$ cat src/rtl/shv_pkg.sv
package shv_pkg;
  localparam int NODES  = 512;
  localparam int VEC_W  = 64;
  localparam int NODE_W = $clog2(NODES);
  localparam int LOC_W  = $clog2(VEC_W);
  localparam int OCT_W  = NODE_W - LOC_W;
  localparam int GRP_W  = $clog2(NODES / VEC_W);

  typedef logic [VEC_W-1:0]  vec_t;
  typedef logic [NODE_W-1:0] node_t;
  typedef logic [OCT_W-1:0]  oct_t;
  typedef logic [LOC_W-1:0]  idx_t;
  typedef logic [GRP_W-1:0]  sub_t;

  // index of the lowest set bit (0 when the vector is empty)
  function automatic idx_t low_idx(input vec_t v);
    idx_t r = '0;
    for (int i = VEC_W - 1; i >= 0; i--)
      if (v[i]) r = idx_t'(i);
    return r;
  endfunction

  // exact vector inside octant o folded to one bit per 8-node group
  function automatic vec_t fold_coarse(input vec_t v, input oct_t o);
    vec_t r = '0;
    for (int i = 0; i < VEC_W; i++) begin
      idx_t pos = idx_t'(i);
      if (v[i]) r[{o, pos[LOC_W-1:GRP_W]}] = 1'b1;
    end
    return r;
  endfunction

  // does a field include node n
  function automatic logic covers(input vec_t v, input logic c, input oct_t o, input node_t n);
    if (c) return v[n[NODE_W-1:GRP_W]];
    return (n[NODE_W-1:LOC_W] == o) && v[n[LOC_W-1:0]];
  endfunction
endpackage

$ cat src/rtl/shv_encode.sv
module shv_encode
  import shv_pkg::*;
(
  input  logic clk,
  input  logic rst_n,
  input  vec_t cur_vec,
  input  logic cur_coarse,
  input  oct_t cur_oct,
  input  node_t add_node,
  output vec_t nxt_vec,
  output logic nxt_coarse,
  output oct_t nxt_oct
);
  oct_t add_oct;
  logic empty_exact;
  logic spill;

  assign add_oct     = add_node[NODE_W-1:LOC_W];
  assign empty_exact = !cur_coarse && (cur_vec == '0);
  assign spill       = !cur_coarse && !empty_exact && (add_oct != cur_oct);

  always_comb begin
    nxt_vec    = cur_vec;
    nxt_coarse = cur_coarse;
    nxt_oct    = cur_oct;
    if (cur_coarse) begin
      nxt_vec[add_node[NODE_W-1:GRP_W]] = 1'b1;
    end else if (empty_exact) begin
      nxt_vec = '0;
      nxt_vec[add_node[LOC_W-1:0]] = 1'b1;
      nxt_oct = add_oct;
    end else if (!spill) begin
      nxt_vec[add_node[LOC_W-1:0]] = 1'b1;
    end else begin
      nxt_vec = fold_coarse(cur_vec, cur_oct);
      nxt_vec[add_node[NODE_W-1:GRP_W]] = 1'b1;
      nxt_coarse = 1'b1;
    end
  end

  // the new sharer is always represented
  p_added_covered_r1: assert property (@(posedge clk) disable iff (!rst_n)
    covers(nxt_vec, nxt_coarse, nxt_oct, add_node));
  // on a spill the lowest old sharer survives in the coarse field
  p_no_loss_r3: assert property (@(posedge clk) disable iff (!rst_n)
    spill |-> (nxt_coarse && covers(nxt_vec, 1'b1, nxt_oct, {cur_oct, low_idx(cur_vec)})));
  // coarse never reverts to exact
  p_coarse_sticky_r4: assert property (@(posedge clk) disable iff (!rst_n)
    cur_coarse |-> (nxt_coarse && ((cur_vec & ~nxt_vec) == '0)));
endmodule

$ cat src/rtl/shv_width.sv
module shv_width
  import shv_pkg::*;
#(
  parameter int NAR_W = 16
) (
  input  logic [NAR_W-1:0] entry_in,
  output vec_t             wide_vec,
  output logic             wide_coarse,
  output oct_t             wide_oct,
  input  vec_t             int_vec,
  output logic [NAR_W-1:0] entry_out
);
  localparam int PAD_W = VEC_W - NAR_W;

  assign wide_vec    = {{PAD_W{1'b0}}, entry_in};
  assign wide_coarse = 1'b0;
  assign wide_oct    = '0;
  assign entry_out   = int_vec[NAR_W-1:0];
endmodule

$ cat src/rtl/shv_unicast.sv
module shv_unicast
  import shv_pkg::*;
(
  input  logic  clk,
  input  logic  rst_n,
  input  logic  start,
  input  vec_t  in_vec,
  input  logic  in_coarse,
  input  oct_t  in_oct,
  output logic  busy,
  output logic  valid,
  output node_t node,
  output logic  done
);
  vec_t work_q;
  logic md_coarse_q;
  oct_t oct_q;
  sub_t sub_q;

  logic accept;
  idx_t cur_idx;
  logic step_clear;
  vec_t rest;
  logic finishing;

  assign accept     = start && !busy;
  assign cur_idx    = low_idx(work_q);
  assign step_clear = md_coarse_q ? (sub_q == sub_t'((1 << GRP_W) - 1)) : 1'b1;
  assign rest       = work_q & ~(vec_t'(1) << cur_idx);
  assign finishing  = busy && step_clear && (rest == '0);
  assign valid      = busy;
  assign node       = md_coarse_q ? {cur_idx, sub_q} : {oct_q, cur_idx};

  always_ff @(posedge clk) begin
    if (!rst_n) begin
      busy        <= 1'b0;
      done        <= 1'b0;
      work_q      <= '0;
      md_coarse_q <= 1'b0;
      oct_q       <= '0;
      sub_q       <= '0;
    end else begin
      done <= 1'b0;
      if (accept) begin
        work_q      <= in_vec;
        md_coarse_q <= in_coarse;
        oct_q       <= in_oct;
        sub_q       <= '0;
        if (in_vec == '0) done <= 1'b1;
        else              busy <= 1'b1;
      end else if (busy) begin
        if (step_clear) begin
          work_q <= rest;
          sub_q  <= '0;
        end else begin
          sub_q <= sub_q + 1'b1;
        end
        if (finishing) begin
          busy <= 1'b0;
          done <= 1'b1;
        end
      end
    end
  end

  p_done_idle_r8: assert property (@(posedge clk) disable iff (!rst_n)
    done |-> !busy);
  p_done_pulse_r8: assert property (@(posedge clk) disable iff (!rst_n)
    (done && !accept) |=> !done);
  p_ascending_r6: assert property (@(posedge clk) disable iff (!rst_n)
    (busy && $past(busy)) |-> (node > $past(node)));
  p_hold_job_r10: assert property (@(posedge clk) disable iff (!rst_n)
    busy |=> ($stable(oct_q) && $stable(md_coarse_q)));
  p_empty_r9: assert property (@(posedge clk) disable iff (!rst_n)
    (accept && (in_vec == '0)) |=> (done && !busy));
endmodule

$ cat src/rtl/sharer_vec_codec.sv
module sharer_vec_codec
  import shv_pkg::*;
#(
  parameter int NAR_W = 16
) (
  input  logic              clk,
  input  logic              rst_n,
  input  logic [VEC_W-1:0]  enc_vec_i,
  input  logic              enc_coarse_i,
  input  logic [OCT_W-1:0]  enc_oct_i,
  input  logic [NODE_W-1:0] enc_node_i,
  output logic [VEC_W-1:0]  enc_vec_o,
  output logic              enc_coarse_o,
  output logic [OCT_W-1:0]  enc_oct_o,
  input  logic [NAR_W-1:0]  nar_entry_i,
  output logic [VEC_W-1:0]  wide_vec_o,
  output logic              wide_coarse_o,
  output logic [OCT_W-1:0]  wide_oct_o,
  input  logic [VEC_W-1:0]  wide_vec_i,
  output logic [NAR_W-1:0]  nar_entry_o,
  input  logic              inv_start_i,
  input  logic [VEC_W-1:0]  inv_vec_i,
  input  logic              inv_coarse_i,
  input  logic [OCT_W-1:0]  inv_oct_i,
  output logic              inv_busy_o,
  output logic              inv_valid_o,
  output logic [NODE_W-1:0] inv_node_o,
  output logic              inv_done_o
);
  shv_encode u_enc (
    .clk(clk), .rst_n(rst_n),
    .cur_vec(enc_vec_i), .cur_coarse(enc_coarse_i), .cur_oct(enc_oct_i),
    .add_node(enc_node_i),
    .nxt_vec(enc_vec_o), .nxt_coarse(enc_coarse_o), .nxt_oct(enc_oct_o)
  );

  shv_width #(.NAR_W(NAR_W)) u_wid (
    .entry_in(nar_entry_i), .wide_vec(wide_vec_o), .wide_coarse(wide_coarse_o),
    .wide_oct(wide_oct_o), .int_vec(wide_vec_i), .entry_out(nar_entry_o)
  );

  shv_unicast u_uni (
    .clk(clk), .rst_n(rst_n), .start(inv_start_i),
    .in_vec(inv_vec_i), .in_coarse(inv_coarse_i), .in_oct(inv_oct_i),
    .busy(inv_busy_o), .valid(inv_valid_o), .node(inv_node_o), .done(inv_done_o)
  );

  // reset leaves the expander silent
  p_reset_quiet_r11: assert property (@(posedge clk)
    !rst_n |=> (!inv_busy_o && !inv_done_o));
endmodule

$ cat config.mk
export PLATFORM = sky130hd
export DESIGN_NAME = sharer_vec_codec
export DESIGN_NICKNAME = d
export VERILOG_FILES = /design/src/rtl/shv_pkg.sv /design/src/rtl/shv_encode.sv /design/src/rtl/shv_width.sv /design/src/rtl/shv_unicast.sv /design/src/rtl/sharer_vec_codec.sv
export SDC_FILE = /design/constraint.sdc
export NUM_CORES = 1
export LEC_CHECK = 0
export BUFFER_PORTS_ARGS = -buffer_cell sky130_fd_sc_hd__buf_4
export CAP_MARGIN = 30
export CORE_AREA = 2 2 151 153
export DETAILED_ROUTE_END_ITERATION = 10
export DIE_AREA = 0 0 153 155
export PLACE_DENSITY = 0.72
export SKIP_LAST_GASP = 1
export SYNTH_ARGS = -nofsm -noshare
export SYNTH_HDL_FRONTEND = slang
export SYNTH_HIERARCHICAL = 1
export SYNTH_SLANG_ARGS = --single-unit
$ cat constraint.sdc
create_clock -name clk -period 4.6 [get_ports clk]
set_clock_uncertainty 0.15 [all_clocks]
set_input_delay 0.46 -clock clk [delete_from_list [all_inputs] [get_ports clk]]
set_output_delay 0.46 -clock clk [all_outputs]
set_load 0.02 [all_outputs]
# Yosys cells after proc, flatten, opt, wreduce, memory -nomap -nowiden
# Cells that the tools add are included.
# word_totals
input_bits	228
reg_bits	73
output_inout_bits	164
elab_cells	488
# op_classes
n_mux	362
bitwise	69
eq_ne	3
shift	1
reduce_logical	26
magnitude_cmp	20
n_addsub	1
# op_table
operator	count
$mux 64	261
$or 64x64->64	11
$or 64x58->64	8
$or 64x59->64	8
$or 64x60->64	8
$or 64x61->64	8
$or 64x62->64	8
$or 64x63->64	8
$or 64x57->64	7
$mux 6	64
$logic_not 64->1	3
$lt 6x7->1 const B	10
$and 64x64->64	1
$not 64->64	1
$shl 1x6->64 const A	1
$ge 6x1->1 const B	10
$mux 57	1
$demux 1 s3	8
$mux 1	22
$logic_and 1x1->1	16
$demux 1 s6	2
$mux 3	3
$mux 9	1
$reduce_bool 2->1	2
other kinds (8)	10

# Depth between registers and ports, before layout
# depth
word_depth	327
depth_mapped	15
mapped_depth_nobuf	12

# Modules after synthesis
# The synthesis kept the hierarchy.
# by_module_without_submodules
mod	instances	cells_each	seq_area_each_um2	area_each_um2
shv_unicast	1	697	1461.4	5168.7
shv_encode	1	611	0.0	3624.7
shv_width	1	85	0.0	634.4

# Worst setup path before layout
# Ideal clock, no wire load.
# synth_timing
path_type	flip-flop to flip-flop
startpoint	reg u_uni.work_q[24]
endpoint	reg u_uni.done
n_path_buf	2
stages_incl_launch_ff	15
setup_time_ns	0.060
setup_slack_ns	0.873
required_ns	4.390
synth_period_minus_slack_ns	3.727
t_arrival_ns	3.517
path_cell_list	dfxtp_1 -> buf_6 -> or4_1 -> a211o_1 -> o2111ai_2 -> o21ai_4 -> or3_4 -> buf_6 -> a221o_1 -> a2111oi_4 -> o2111ai_1 -> nor4_1 -> nand4_1 -> o41ai_1 -> and2_1
# synth_between
elab_chain_cells	33
# synth_lines
element	line	source
start: declaration	shv_unicast.sv:15	vec_t work_q;
start signal: assignment	shv_unicast.sv:45	work_q <= in_vec;
start signal: assignment	shv_unicast.sv:53	work_q <= rest;
$mux 6 (25 in series)	shv_pkg.sv:19	if (v[i]) r = idx_t'(i);
$shl 1x6->64	shv_unicast.sv:29	assign rest = work_q & ~(vec_t'(1) << cur_idx);
$not 64->64	shv_unicast.sv:29	
$and 64x64->64 *	shv_unicast.sv:29	
$logic_not 64->1 *	shv_unicast.sv:30	assign finishing = busy && step_clear && (rest == '0);
$logic_and 1x1->1 *	shv_unicast.sv:30	
$mux 1 *	shv_unicast.sv:58	if (finishing) begin
$mux 1 *	shv_unicast.sv:51	end else if (busy) begin
$mux 1 *	shv_unicast.sv:44	if (accept) begin
end signal: assignment	shv_unicast.sv:43	done <= 1'b0;
end signal: assignment	shv_unicast.sv:49	if (in_vec == '0) done <= 1'b1;
end signal: assignment	shv_unicast.sv:60	done <= 1'b1;
end: declaration	shv_unicast.sv:13	output logic done
# Every way passes the cells marked *; elsewhere a longest branch is shown, timed or not.
# A chain may end at the register's enable or synchronous reset.

# Worst setup path in the final report
# layout_timing
startpoint	reg u_uni.work_q[44]
endpoint	reg u_uni.done
# layout_between
elab_chain_cells	53
# layout_lines
element	line
$mux 6 (45 in series)	shv_pkg.sv:19
$shl 1x6->64	shv_unicast.sv:29
$not 64->64	shv_unicast.sv:29
$and 64x64->64 *	shv_unicast.sv:29
$logic_not 64->1 *	shv_unicast.sv:30
$logic_and 1x1->1 *	shv_unicast.sv:30
$mux 1 *	shv_unicast.sv:58
$mux 1 *	shv_unicast.sv:51
$mux 1 *	shv_unicast.sv:44
# Marked as above.

==> run metrics <==
CTS tree built; Avg Inst Size Synth 6.77 um^2; number of remaining DRC errors 0; post-layout min period 4.34 ns; first-pass GRT wire length 64300 um; Post-synth EDFFs 0; post-route setup TNS 0 ns; most frequent cells after synthesis o21ai_0 (171), nor2_1 (141), nand2_1 (111), clkbuf_1 (101); final setup fails 0; nets 1789; Detail Route Antenna Nets 0; clock slew at the register clock pins of the worst setup and hold paths 0.07 ns; core area 22200 um^2; DP HPWL 32600 um; Die Height 155 um; CP most frequent cell nand4_1; area share of fa/ha/maj cells after synthesis 0.265%; CP Capture Type register; gr ovfl total 0; initial antenna violation count 1; critical path class reg -> reg; clk sinks 73; leading post-synthesis cells by cell area dfxtp_1 (16%), o21ai_0 (9.1%), o211a_1 (7.0%); post-synthesis mux area share 0.810%; met2 wire length 20000 um; P per Cell Area 263 nW/um^2; Most used DFF post-synth dfxtp_1; layout cells sized above 1 23.3%; Fin. Hold Viols 0; post-synthesis instance area 9430 um^2; total CTS buffers 9; drt first pass iters 6; #FFs+latches synth 73; vias 12091; sequential area share after synthesis 15.5%; crit path max fanout 7; sw frac 41.0%; Top Ports 392; crit start category register; Slew headroom 32.1%; max-slew violation count 0; Slew @ Worst Pin 1.01 ns; Max-Cap Viols 0; RePlAce Congestion 1.02; Hold/Removal Path Class in -> reg; Starting Density 42.4%; Clk Latency, worst-skew pair 0.35 ns; vias per cell 6.54; Port Buffers 227; post-synthesis async set-or-reset flop share 0%; fill cell count 2271; clock share of power 27.9%; Resized cells post-CTS 0; Hold Buf Count CTS 0; largest net degree at the start of global routing 80; combinational fraction of design power 47.9%; Synth area leader dfxtp_1; Flop pwr share 24.1%; vias in the first global route 10864; # Post-CTS Setup Buffers 0; Max Used Layer met5; top-count cell post-synth o21ai_0; CP required 4.74 ns; Area growth, synth to finish 21.4%; sw power 1240 uW; CP arrival 4.48 ns; combinational family with the most area after synthesis compound AO/OA/AOI/OAI gates; Max rail drop VDD 0.000225 V; leak pwr 0.00470 uW; simple-gate share of the synthesized area 29.1%; Antenna diodes 0; die area 23700 um^2; Synth Area in Compound Gates 40.4%; Synth top area share 15.5%; internal cell power 1780 uW; outcome complete, no violations; Synth cell types 75; Total Wirelength 43300 um; critical path's largest stage delay 0.53 ns; M1 WL 16300 um; critical-path cell list nor4_2 > nand4_1 > o2111ai_2 > o21ai_4 > or3_2 > o32ai_1 > o2111ai_1 > nor4_1 > nand4_1 > o41ai_1 > buf_4 > and2_1; row count 55; warnings from Yosys 6; Clock Root Buffer clkbuf_16; GRT Total Usage 34.4%; total power draw 3010 uW; Post-Syn Instances 1393; Met3 Routed Length 4670 um; clk buf depth 2; Slowest cell on crit path nor4_2; Post-Synth XOR/XNOR Area 0.372%; RSZ-0062 raised after global routing false; First DRT Iteration DRCs 1439; final period utilization 94.4%; average wire per standard cell 23.4 um; H-tree levels 3; highest clock rate 230 MHz; Die X 153 um
## final timing paths
check	from	to	slack, ns	cells after the start
min reg2reg	u_uni/oct_q[2]	u_uni/oct_q[2]	0.32	2
min	inv_oct_i[0]	u_uni/oct_q[0]	0.22	3
max	u_uni/work_q[44]	u_uni/done	0.26	12
max reg2reg	u_uni/work_q[44]	u_uni/done	0.26	12
## state kept, by name, indices dropped and copies added, names as in the netlist
register           count
u_uni/oct_q            3
u_uni/work_q          64
u_uni/done             1
u_uni/md_coarse_q      1
u_uni/sub_q            3
u_uni/busy             1
## layout make-up
cell class	count	area, um^2	area share, %
Clock buffer	10	239	2.09
Timing Repair Buffer	311	2330	20.4
Clock inverter	6	113	0.984
Multi-Input combinational cell	1152	6900	60.3
Sequential cell	73	1460	12.8
Tap cell	285	357	3.12
Inverter	12	45.0	0.393
## logic make-up (layout without fill, tap and decap cells)
group,Yosys count,after routing
XOR/XNOR,4,4
buffers and inverters,219,339
other,1,52
AND/OR/NAND/NOR,520,520
adder cells (fa/ha/maj),2,2
flip-flops,73,73
multiplexers,7,7
AO/OA/AOI/OAI,567,567
## power by group through the flow
| stage | registers [uW] | clock network (uW) | logic (uW) |
|---|---|---|---|
| after CTS | 724 | 846 | 1410 |
| after global placement | 738 | 0 | 1400 |
| final | 728 | 842 | 1440 |
| after floorplan | 718 | 0 | 898 |
| after global routing | 731 | 871 | 1530 |
| after detailed placement | 738 | 0 | 1410 |
## cells in the final DEF (no fill, tap or decap), types with 8 or more instances in the layout
| master | Yosys | layout |
|---|---|---|
| nand3_1 | 15 | 14 |
| nand2_1 | 111 | 111 |
| a22oi_1 | 16 | 16 |
| nand4_1 | 10 | 10 |
| buf_4 | 85 | 311 |
| nor2_1 | 141 | 141 |
| nor2b_1 | 68 | 67 |
| a21oi_1 | 85 | 85 |
| nand3b_1 | 27 | 27 |
| o21ai_0 | 171 | 170 |
| conb_1 | 1 | 52 |
| o22ai_1 | 48 | 48 |
| inv_1 | 12 | 12 |
| dfxtp_1 | 73 | 73 |
| or4_1 | 20 | 20 |
| nor4_1 | 39 | 38 |
| or2_2 | 8 | 8 |
| a21boi_0 | 55 | 55 |
| o31ai_1 | 8 | 8 |
| o211a_1 | 66 | 66 |
| nor3_1 | 22 | 22 |
| or3_1 | 12 | 12 |
| o211ai_1 | 51 | 51 |
| clkbuf_16 | 0 | 9 |
## per-layer routing
layer,up-vias,track usage [%]
met3,172,5.88
met2,903,57.6
li1,5401,-
met5,-,0
met4,2,17.5
met1,5613,42.7
## worst max-delay path: cells and delay by family (launching register included)
family | cells | cell delay (ns)
AND/OR/NAND/NOR | 6 | 1.88
flip-flops | 1 | 0.42
AO/OA/AOI/OAI | 5 | 1.62
buffers and inverters | 1 | 0.19
## stage by stage
step           hold slack [ns]  area, um^2  instances  util (%)  setup slack (ns)
2_1_floorplan            0.293        9620       1444         -             0.873
3_3_place_gp             0.305       11100       1832      49.9             0.287
3_5_place_dp             0.311       11100       1833      49.9             0.186
4_1_cts                  0.220       11400       1849      51.5             0.176
5_1_grt                  0.228       11400       1849      51.5            0.0641
6_report                 0.224       11400       1849      51.5             0.258
(Power assumes the default switching activity.)
